[src/rtl/cfg_port_pkg.sv]
package cfg_port_pkg;
  localparam logic [7:0] IDX_LOCK    = 8'h02;
  localparam logic [7:0] LOCK_CODE   = 8'h02;
  localparam logic [7:0] IDX_DEVSEL  = 8'h07;
  localparam logic [7:0] IDX_ID_HI   = 8'h20;
  localparam logic [7:0] IDX_ID_LO   = 8'h21;
  localparam logic [7:0] IDX_REV     = 8'h22;
  localparam logic [7:0] IDX_ENABLE  = 8'h30;
  localparam logic [7:0] IDX_BASE_HI = 8'h60;
  localparam logic [7:0] IDX_BASE_LO = 8'h61;
  localparam logic [7:0] IDX_WDT0    = 8'h71;
  localparam logic [7:0] LOCKED_READ = 8'hFF;
endpackage

[src/rtl/cfg_key_match.sv]
module cfg_key_match #(
  parameter int          KEY_LEN = 4,
  parameter logic [31:0] KEY_SEQ = 32'h8701_5555
) (
  input  logic       clk,
  input  logic       rst,
  input  logic       key_wr,
  input  logic [7:0] key_byte,
  input  logic       relock,
  output logic       unlocked
);
  localparam int STEP_W = (KEY_LEN > 2) ? $clog2(KEY_LEN) : 1;
  localparam logic [STEP_W-1:0] LAST_STEP = STEP_W'(KEY_LEN - 1);
  localparam logic [7:0] FIRST_BYTE = KEY_SEQ[8*(KEY_LEN-1) +: 8];

  logic [STEP_W-1:0] step_q;
  logic              open_q;
  logic [7:0]        want;

  always_comb want = KEY_SEQ[8*(KEY_LEN-1-int'(step_q)) +: 8];

  always_ff @(posedge clk) begin
    if (rst || relock) begin
      step_q <= '0;
      open_q <= 1'b0;
    end else if (key_wr && !open_q) begin
      if (key_byte == want) begin
        if (step_q == LAST_STEP) begin
          open_q <= 1'b1;
          step_q <= '0;
        end else begin
          step_q <= step_q + 1'b1;
        end
      end else if (key_byte == FIRST_BYTE) begin
        step_q <= STEP_W'(1);
      end else begin
        step_q <= '0;
      end
    end
  end

  assign unlocked = open_q;
endmodule

[src/rtl/cfg_dev_bank.sv]
module cfg_dev_bank
  import cfg_port_pkg::*;
#(
  parameter int NUM_DEV = 16,
  parameter int LDN_W   = $clog2(NUM_DEV)
) (
  input  logic             clk,
  input  logic             rst,
  input  logic [LDN_W-1:0] ldn,
  input  logic             wr_en,
  input  logic [7:0]       idx,
  input  logic [7:0]       wdata,
  output logic             enable_rd,
  output logic [15:0]      base_rd
);
  logic [NUM_DEV-1:0] enable_q;
  logic [7:0]         base_hi_mem [NUM_DEV];
  logic [7:0]         base_lo_mem [NUM_DEV];

  for (genvar g = 0; g < NUM_DEV; g++) begin : g_enable
    always_ff @(posedge clk) begin
      if (rst)
        enable_q[g] <= 1'b0;
      else if (wr_en && idx == IDX_ENABLE && ldn == LDN_W'(g))
        enable_q[g] <= wdata[0];
    end
  end

  always_ff @(posedge clk) begin
    if (wr_en && idx == IDX_BASE_HI) base_hi_mem[ldn] <= wdata;
    if (wr_en && idx == IDX_BASE_LO) base_lo_mem[ldn] <= wdata;
  end

  assign enable_rd = enable_q[ldn];
  assign base_rd   = {base_hi_mem[ldn], base_lo_mem[ldn]};
endmodule

[src/rtl/cfg_wdt_regs.sv]
module cfg_wdt_regs
  import cfg_port_pkg::*;
#(
  parameter int WDT_REGS = 4
) (
  input  logic       clk,
  input  logic       rst,
  input  logic       wr_en,
  input  logic [7:0] idx,
  input  logic [7:0] wdata,
  output logic       hit,
  output logic [7:0] rd_data
);
  localparam int OFF_W = (WDT_REGS > 2) ? $clog2(WDT_REGS) : 1;

  logic [7:0] regs_q [WDT_REGS];
  logic [7:0] off;

  always_comb begin
    off     = idx - IDX_WDT0;
    hit     = (idx >= IDX_WDT0) && (int'(off) < WDT_REGS);
    rd_data = hit ? regs_q[off[OFF_W-1:0]] : 8'h00;
  end

  for (genvar g = 0; g < WDT_REGS; g++) begin : g_reg
    always_ff @(posedge clk) begin
      if (rst)
        regs_q[g] <= 8'h00;
      else if (wr_en && hit && off == 8'(g))
        regs_q[g] <= wdata;
    end
  end
endmodule

[src/rtl/cfg_port_ctrl.sv]
module cfg_port_ctrl
  import cfg_port_pkg::*;
#(
  parameter int          ADDR_W     = 16,
  parameter logic [15:0] INDEX_PORT = 16'h002E,
  parameter logic [15:0] DATA_PORT  = 16'h002F,
  parameter int          NUM_DEV    = 16,
  parameter logic [15:0] CHIP_ID    = 16'h8716,
  parameter logic [3:0]  CHIP_REV   = 4'h3,
  parameter int          WDT_LDN    = 7,
  parameter int          WDT_REGS   = 4,
  parameter int          KEY_LEN    = 4,
  parameter logic [31:0] KEY_SEQ    = 32'h8701_5555
) (
  input  logic              clk,
  input  logic              rst,
  input  logic [ADDR_W-1:0] io_addr,
  input  logic              io_wr,
  input  logic              io_rd,
  input  logic [7:0]        io_wdata,
  output logic [7:0]        io_rdata
);
  localparam int LDN_W = $clog2(NUM_DEV);
  localparam logic [LDN_W-1:0] WDT_BANK = LDN_W'(WDT_LDN);

  logic             unlocked;
  logic [7:0]       index_q;
  logic [LDN_W-1:0] ldn_q;
  logic             idx_sel, dat_sel, key_wr, cfg_wr, relock;
  logic             enable_rd, wdt_hit;
  logic [15:0]      base_rd;
  logic [7:0]       wdt_rd, cfg_value, rdata_q;

  assign idx_sel = (io_addr == ADDR_W'(INDEX_PORT));
  assign dat_sel = (io_addr == ADDR_W'(DATA_PORT));
  assign key_wr  = io_wr && idx_sel && !unlocked;
  assign cfg_wr  = io_wr && dat_sel && unlocked;
  assign relock  = cfg_wr && index_q == IDX_LOCK && io_wdata == LOCK_CODE;

  cfg_key_match #(.KEY_LEN(KEY_LEN), .KEY_SEQ(KEY_SEQ)) u_key (
    .clk(clk), .rst(rst), .key_wr(key_wr), .key_byte(io_wdata),
    .relock(relock), .unlocked(unlocked)
  );

  always_ff @(posedge clk) begin
    if (rst || relock)
      index_q <= 8'h00;
    else if (io_wr && idx_sel && unlocked)
      index_q <= io_wdata;
  end

  always_ff @(posedge clk) begin
    if (rst)
      ldn_q <= '0;
    else if (cfg_wr && index_q == IDX_DEVSEL && int'(io_wdata) < NUM_DEV)
      ldn_q <= io_wdata[LDN_W-1:0];
  end

  cfg_dev_bank #(.NUM_DEV(NUM_DEV), .LDN_W(LDN_W)) u_bank (
    .clk(clk), .rst(rst), .ldn(ldn_q), .wr_en(cfg_wr), .idx(index_q),
    .wdata(io_wdata), .enable_rd(enable_rd), .base_rd(base_rd)
  );

  cfg_wdt_regs #(.WDT_REGS(WDT_REGS)) u_wdt (
    .clk(clk), .rst(rst), .wr_en(cfg_wr && ldn_q == WDT_BANK),
    .idx(index_q), .wdata(io_wdata), .hit(wdt_hit), .rd_data(wdt_rd)
  );

  always_comb begin
    unique case (index_q)
      IDX_DEVSEL:  cfg_value = 8'(ldn_q);
      IDX_ID_HI:   cfg_value = CHIP_ID[15:8];
      IDX_ID_LO:   cfg_value = CHIP_ID[7:0];
      IDX_REV:     cfg_value = {4'h0, CHIP_REV};
      IDX_ENABLE:  cfg_value = {7'h00, enable_rd};
      IDX_BASE_HI: cfg_value = base_rd[15:8];
      IDX_BASE_LO: cfg_value = base_rd[7:0];
      default:     cfg_value = (wdt_hit && ldn_q == WDT_BANK) ? wdt_rd : 8'h00;
    endcase
  end

  always_ff @(posedge clk) begin
    if (rst)
      rdata_q <= LOCKED_READ;
    else if (io_rd && dat_sel)
      rdata_q <= unlocked ? cfg_value : LOCKED_READ;
    else if (io_rd && idx_sel)
      rdata_q <= unlocked ? index_q : LOCKED_READ;
  end

  assign io_rdata = rdata_q;
endmodule

[config.mk]
export PLATFORM = sky130hd
export DESIGN_NAME = cfg_port_ctrl
export DESIGN_NICKNAME = d
export VERILOG_FILES = /design/src/rtl/cfg_port_pkg.sv /design/src/rtl/cfg_key_match.sv /design/src/rtl/cfg_dev_bank.sv /design/src/rtl/cfg_wdt_regs.sv /design/src/rtl/cfg_port_ctrl.sv
export SDC_FILE = /design/constraint.sdc
export NUM_CORES = 1
export LEC_CHECK = 0
export ABC_AREA = 0
export BUFFER_PORTS_ARGS = -buffer_cell sky130_fd_sc_hd__buf_4
export CAP_MARGIN = 25
export CORE_ASPECT_RATIO = 1.75
export CORE_MARGIN = 5
export CORE_UTILIZATION = 52
export CTS_CLUSTER_DIAMETER = 200
export DETAILED_ROUTE_END_ITERATION = 6
export MAX_ROUTING_LAYER = met4
export PLACE_DENSITY = 0.7
export SKIP_CTS_REPAIR_TIMING = 1
export SLEW_MARGIN = 30
export SYNTH_ARGS = -nofsm -noshare
export SYNTH_HDL_FRONTEND = slang
export SYNTH_SLANG_ARGS = --single-unit
export TNS_END_PERCENT = 20
[constraint.sdc]
create_clock -name clk -period 6.5 [get_ports clk]
set_input_delay 1.625 -clock clk [delete_from_list [all_inputs] [get_ports clk]]
set_output_delay 1.625 -clock clk [all_outputs]
set_load 0.01 [all_outputs]
* Word-level counts from Yosys, hierarchy flattened *
Memory sizes are Yosys's and may differ from the RTL's. A register that Yosys moved wholly into a read port is not among the register bits.
Index checks and enable logic that the tools add are counted.

operators by class
  add/subtract/negate cells = 3
  $lt $le $gt $ge = 4
  equal/unequal tests = 32
  shift operators = 1
  muxes and demuxes = 38
  bitwise gates (word level) = 4
  reductions and logical operators = 45

operators by type and width
  kind                                                                           number
  8-bit 2-to-1 mux                                                               10
  8-bit case mux with 7 select lines                                             1
  1-bit logical AND                                                              39
  16-bit by 6-bit == test with 1-bit output (second input constant)              2
  4-bit == test (second input constant)                                          8
  8-bit by 2-bit == test with 1-bit output (second input constant)               4
  8-bit by 6-bit == test with 1-bit output (second input constant)               4
  32-bit by 32-bit indexed part select with 8-bit output (first input constant)  1
  1-bit 2-to-1 mux                                                               20
  4-bit by 3-bit == test with 1-bit output (second input constant)               4
  8-bit by 7-bit == test with 1-bit output (second input constant)               2
  4-bit 2-to-1 mux                                                               4
  4-bit by 2-bit == test with 1-bit output (second input constant)               2
  8-bit by 1-bit == test with 1-bit output (second input constant)               1
  8-bit by 3-bit == test with 1-bit output (second input constant)               1
  8-bit == test                                                                  1
  8-bit == test (second input constant)                                          1
  8-bit by 7-bit >= comparator with 1-bit output (second input constant)         1
  8-bit zero test                                                                1
  8-bit by 3-bit less-than comparator with 1-bit output (second input constant)  1
  8-bit by 5-bit less-than comparator with 1-bit output (second input constant)  1
  8-bit by 7-bit subtractor with 8-bit output (second input constant)            1
  4-bit by 5-bit less-than comparator with 1-bit output (second input constant)  1
  1-bit binary-select mux with 4-bit select                                      1
  other kinds (11)                                                               15

word-level totals
  bits in registers = 39
  RAM bits = 288
  input port bits = 28
  output and inout bits = 8
  logic and storage cells = 151
  memories kept = 3

memory list
  memory              words  bits a word  rd ports  clocked after memory_dff  write ports  RTL line            source
  u_bank.base_hi_mem  16     8            1         1                         1            cfg_dev_bank.sv:17  logic [7:0] base_hi_mem [NUM_DEV];
  u_bank.base_lo_mem  16     8            1         1                         1            cfg_dev_bank.sv:18  logic [7:0] base_lo_mem [NUM_DEV];
  u_wdt.regs_q        4      8            1         0                         4            cfg_wdt_regs.sv:16  logic [7:0] regs_q [WDT_REGS];

* Depth between registers and ports, before layout *
  depth in word-level cells = 10
  mapped depth = 10
  depth with buffers taken out = 8

* By module *
A second synthesis with hierarchy kept.

second synthesis, totals
  cell total of the unflattened synthesis = 881
  area, all modules = 14,287.5 µm²

modules (own cells, without submodules)
  module         times used  cells each  area each (µm²)  sequential area each (µm²)
  cfg_dev_bank   1           559         10,976.8         8,007.7
  cfg_wdt_regs   1           117         1,636.6          960.9
  cfg_port_ctrl  1           173         1,418.9          400.4
  cfg_key_match  1           32          255.2            60.1

* Worst setup path before layout *
Ideal clock, no wire load.

  path type = input to register
  from = input io_addr[13]
  to = memory u_bank.base_lo_mem[6][0] (enable)
  library setup time = 0.370 ns
  arrival = 3.089 ns
  data required time = 6.130 ns
  path slack = 3.040 ns
  cell stages on the path = 6
  buffers on the path = 1
  path through = nor4_1 -> and3_1 -> and4_1 -> nand2_1 -> clkbuf_1 -> nor2_1

between the ends
  longest elaborated chain between the ends = 6

ends and longest elaborated chain
  item                                       RTL line             source
  start, declared                            cfg_port_ctrl.sv:17  input logic [ADDR_W-1:0] io_addr,
  16-bit by 6-bit == test with 1-bit output  cfg_port_ctrl.sv:35  assign dat_sel = (io_addr == ADDR_W'(DATA_PORT));
  1-bit logical AND (2 in series)            cfg_port_ctrl.sv:37  assign cfg_wr = io_wr && dat_sel && unlocked;
  1-bit logical AND                          cfg_dev_bank.sv:31   if (wr_en && idx == IDX_BASE_LO) base_lo_mem[ldn] <= wdata;
  1-bit 2-to-1 mux                           cfg_dev_bank.sv:31
  1-bit 2-to-1 mux (not written as such)     cfg_dev_bank.sv:31
  end, declared                              cfg_dev_bank.sv:18

Every way passes these cells.

* Final worst setup path *
  from = input io_addr[4]
  to = memory u_bank.base_hi_mem[1][7] (enable)

between the ends
  longest elaborated chain between the ends = 6

ends and longest elaborated chain
  item                                       RTL line             source
  16-bit by 6-bit == test with 1-bit output  cfg_port_ctrl.sv:35
  1-bit logical AND (2 in series)            cfg_port_ctrl.sv:37
  1-bit logical AND                          cfg_dev_bank.sv:30   if (wr_en && idx == IDX_BASE_HI) base_hi_mem[ldn] <= wdata;
  1-bit 2-to-1 mux                           cfg_dev_bank.sv:30
  1-bit 2-to-1 mux (not written as such)     cfg_dev_bank.sv:30
  end, declared                              cfg_dev_bank.sv:17

Every way passes these cells.

==> summary.txt <==
Setup path
  • Cell type group with the largest total delay on the critical path: simple AND/OR/NAND/NOR gates
  • Library cell contributing the largest single delay on the critical path: sky130_fd_sc_hd__nor2_1
  • Buffers and inverters on the worst path: 1
  • Data required time of the critical path: 6.68 ns
  • Biggest fanout along the worst timing path: 16
  • Arrival time reported for the critical path endpoint: 3.88 ns
  • Startpoint of the most critical setup path: io_addr[4]
  • Classification of the worst setup path: input pin to register
  • Critical path startpoint category: input pin
  • Worst setup EP type: register
  • Critical path cell sequence: buf_4 -> nor4b_1 -> and4_1 -> nand2_1 -> nor2_1
  • Largest stage delay on the critical path: 0.88 ns
  • Critical R2R Launch: index_q[0]$_SDFFE_PP0P_

Clocking
  • Clock Root Buffer: sky130_fd_sc_hd__clkbuf_16
  • Clock transition at the register clock pins on the worst setup and hold paths after CTS: 0.07 ns
  • Deepest clock path buffer count: 3
  • Sinks on Clock Net: 331
  • CTS H-tree depth: 1
  • Worst-skew pair later-pin latency: 0.57 ns
  • Number of CTS-inserted buffers: 29
  • Clock tree from TritonCTS: yes

Cells and area
  • Number of antenna repair diodes: 0
  • Area growth syn-to-layout: 10.1%
  • Top library cells by usage in the layout, fill and taps aside: sky130_fd_sc_hd__edfxtp_1 (288), sky130_fd_sc_hd__nor2_1 (84), sky130_fd_sc_hd__mux4_2 (72), sky130_fd_sc_hd__nand2_1 (49), sky130_fd_sc_hd__buf_4 (43)
  • Post-route cell area: 15300 um2
  • Leading cell type in the layout, fill and taps excluded: sky130_fd_sc_hd__edfxtp_1
  • Final Net Count: 923
  • Proportion of layout cells with a drive suffix above 1: 0.199

Detailed routing
  • Detailed Route WL: 31.9 mm
  • DR vias/cell: 6.30
  • M1 WL: 11.9 mm
  • Top routing layer in use: met4
  • Detailed-routed wire length on met2: 17.4 mm
  • Number of detailed-route iterations in the first pass: 7
  • Per-cell routed wire length: 25.9 um
  • Number of DRC markers in iteration 0: 625
  • Detailed-routed wire length on met3: 1.70 mm
  • Detailed-route DRC error count: 0
  • Residual antenna-violating net count after detailed routing: 0
  • Number of vias in the routed layout: 7776

Placed design
  • GP Congestion: 0.936
  • HPWL after detailed placement: 20.9 mm
  • Count of buffers inserted at the top-level ports: 35
  • Total placed instance area: 14400 um2

GRT
  • Number of antenna violations at the first check in global routing: 0
  • Vias in the first global route: 7889
  • Wire length of the first global-routing pass: 48.8 mm
  • Pin count of the biggest net entering global routing: 57
  • Global router's overall resource usage: 0.222
  • Grt ovf: 0

STA
  • Finish-stage setup viols: 0
  • Setup tns final: 0 ns
  • Fmax: 271 MHz
  • Post-route clock period utilization: 0.569
  • Final clock skew: 0.0268 ns
  • Headroom to the max-slew limit: 0.352
  • Final hold vios: 0
  • Fin crit period: 3.70 ns
  • Worst-margin pin slew: 0.969 ns
  • Count of pins over their slew limit: 0
  • RSZ-0062 raised after global routing: false

Yosys
  • Post-synthesis register bit count: 331
  • Synthesized instance count: 866
  • Number of enable flip-flop cells after synthesis: 288
  • Total nets after synthesis: 902
  • Async set or reset register ratio after synthesis: 0
  • Mean instance size in the synthesized netlist: 16.1 um2
  • Mapped cell area: 13900 um2
  • Sequential share of the synthesized area: 0.684
  • Count of unique library cells instantiated by Yosys: 55
  • Dominant register cell in the synthesized netlist: sky130_fd_sc_hd__edfxtp_1
  • Synth Area in XOR/XNOR: 0.000630
  • Compound-cell area share of the yosys netlist: 0.0458
  • Largest family of logic cells by synthesized area: multiplexers
  • Post-synthesis adder-cell area fraction: 0.00720
  • Multiplexer area fraction after synthesis: 0.149
  • Basic-gate share of the synthesized area counting and, or, nand and nor cells: 0.0901
  • Count of synthesis-stage warnings from yosys: 0

Power and ir drop
  • Internal power summed over all cells: 3.28 mW
  • Sequential Power Share: 0.568
  • Static power due to leakage: 4.84 nW
  • Switch Pwr: 797 uW
  • P per Cell Area: 266 nW/um2
  • Worst-case vdd ir drop: 204 uV
  • Switching power share of the total: 0.195
  • Gate power share: 0.017
  • Clock power share: 0.415

Die
  • Floorplan Core Area: 26500 um2
  • Area of the die: 30200 um2
  • Chip Width: 134 um
  • Boundary pin count: 36
  • FP Rows: 79
  • Initial Utilization: 0.525
  • Chip Height: 226 um

Min path
  • Worst hold-check path type: register to register
  • Launch point of the worst hold path: u_bank.enable_q[8]$_SDFFE_PP0P_

Run status
  • Status: complete, no violations

Run
  • Max-cap violation count: 0
synthesized netlist by cell type (2+ instances only):
cell,count,area (um2)
sky130_fd_sc_hd__and3_1,37,231
sky130_fd_sc_hd__a21oi_1,22,110
sky130_fd_sc_hd__a221oi_1,2,17.5
sky130_fd_sc_hd__clkbuf_1,23,86.3
sky130_fd_sc_hd__mux2_2,6,67.6
sky130_fd_sc_hd__a21o_1,6,45.0
sky130_fd_sc_hd__nand2b_1,5,31.3
sky130_fd_sc_hd__o21bai_1,3,22.5
sky130_fd_sc_hd__o211ai_1,2,15.0
sky130_fd_sc_hd__mux2i_1,36,360
sky130_fd_sc_hd__ha_1,8,100
sky130_fd_sc_hd__and4_1,4,35.0
sky130_fd_sc_hd__or3_1,4,25.0
sky130_fd_sc_hd__inv_1,8,30.0
sky130_fd_sc_hd__a2111oi_0,2,17.5
sky130_fd_sc_hd__nand2_1,49,184
sky130_fd_sc_hd__buf_2,15,75.1
sky130_fd_sc_hd__buf_1,3,11.3
sky130_fd_sc_hd__a31oi_1,6,37.5
sky130_fd_sc_hd__a32oi_1,2,17.5
sky130_fd_sc_hd__nand4_1,10,62.6
sky130_fd_sc_hd__o22a_1,4,35.0
sky130_fd_sc_hd__a211oi_1,3,22.5
sky130_fd_sc_hd__edfxtp_1,288,8650
sky130_fd_sc_hd__buf_4,7,52.6
sky130_fd_sc_hd__buf_6,6,67.6
sky130_fd_sc_hd__nor3_1,4,20.0
sky130_fd_sc_hd__dfxtp_1,43,861
sky130_fd_sc_hd__and2_1,4,25.0
sky130_fd_sc_hd__or4_1,2,15.0
sky130_fd_sc_hd__nor2b_1,10,62.6
sky130_fd_sc_hd__and4bb_2,2,25.0
sky130_fd_sc_hd__nand3_1,18,90.1
sky130_fd_sc_hd__nor4_1,5,31.3
sky130_fd_sc_hd__nand3b_1,2,15.0
sky130_fd_sc_hd__mux4_2,72,1620
sky130_fd_sc_hd__a22oi_1,5,37.5
sky130_fd_sc_hd__o22ai_1,9,56.3
sky130_fd_sc_hd__nor4b_1,2,17.5
sky130_fd_sc_hd__o21ai_0,28,140
sky130_fd_sc_hd__nor2_1,85,319
layout make-up:
| class | count | area, um2 |
|---|---|---|
| Multi-Input combinational cell | 473 | 4080 |
| Tap cell | 324 | 405 |
| Clock inverter | 18 | 155 |
| Clock buffer | 36 | 793 |
| Fill cell | 2034 | 11200 |
| Timing Repair Buffer | 44 | 334 |
| Inverter | 8 | 30.0 |
| Sequential cell | 331 | 9520 |
tightest hold or removal path: stages (launching register included):
cell and delay [ns]:
sky130_fd_sc_hd__dfxtp_1 0.31, sky130_fd_sc_hd__o21ai_0 0.07, sky130_fd_sc_hd__a21oi_1 0.06
per-stage QoR:
stage	worst slack (ns)	power, mW	utilization	hold WS, ns	std cells
5_1_grt	2.62	4.20	0.578	0.492	1234
2_1_floorplan	3.04	2.38	-	0.444	866
3_5_place_dp	2.22	2.43	0.542	0.466	1180
6_report	2.80	4.08	0.578	0.480	1234
3_3_place_gp	2.21	2.43	0.542	0.453	1179
4_1_cts	2.81	4.10	0.578	0.475	1234
flip-flops by register name, summed over array words and instances (netlist names), named ones only:
name	flops
u_bank.base_hi_mem	128
index_q	8
ldn_q	4
u_key.step_q	2
u_bank.enable_q	16
u_wdt.regs_q	32
u_bank.base_lo_mem	128
io_rdata	8
u_key.unlocked	1
metal layers:
| metal | vias up | global-route usage |
|---|---|---|
| met4 | 0 | 0.0671 |
| met2 | 272 | 0.395 |
| met5 | - | - |
| li1 | 3451 | - |
| met1 | 3993 | 0.269 |
| met3 | 60 | 0.0240 |
kinds of logic (layout without fill, tap and decap cells):
group           Yosys count  in the layout
mux                     115            115
flops                   331            331
buf+inv                  62            106
simple gates            249            249
fa+ha+maj                 8              8
xor+xnor                  1              1
compound gates          100            100
power by group through the flow:
| stage | Combinational (mW) | Clock [mW] | Sequential [mW] |
|---|---|---|---|
| 6_report | 0.0704 | 1.69 | 2.32 |
| 5_1_grt | 0.0753 | 1.81 | 2.32 |
| 4_1_cts | 0.0716 | 1.72 | 2.32 |
| 3_5_place_dp | 0.0715 | 0 | 2.36 |
| 3_3_place_gp | 0.0708 | 0 | 2.36 |
| 2_1_floorplan | 0.0177 | 0 | 2.36 |
final timing paths:
path                            depth (start not counted)                                  to  slack (ns)
worst max-delay path                                    5  u_bank.base_hi_mem[1][7]$_DFFE_PP_        2.80
worst min-delay path                                    2     u_bank.enable_q[8]$_SDFFE_PP0P_        0.48
worst max register to register                          6  u_bank.base_lo_mem[1][0]$_DFFE_PP_        2.99
worst min register to register                          2     u_bank.enable_q[8]$_SDFFE_PP0P_        0.48
Power figures use the tool's default switching activity.
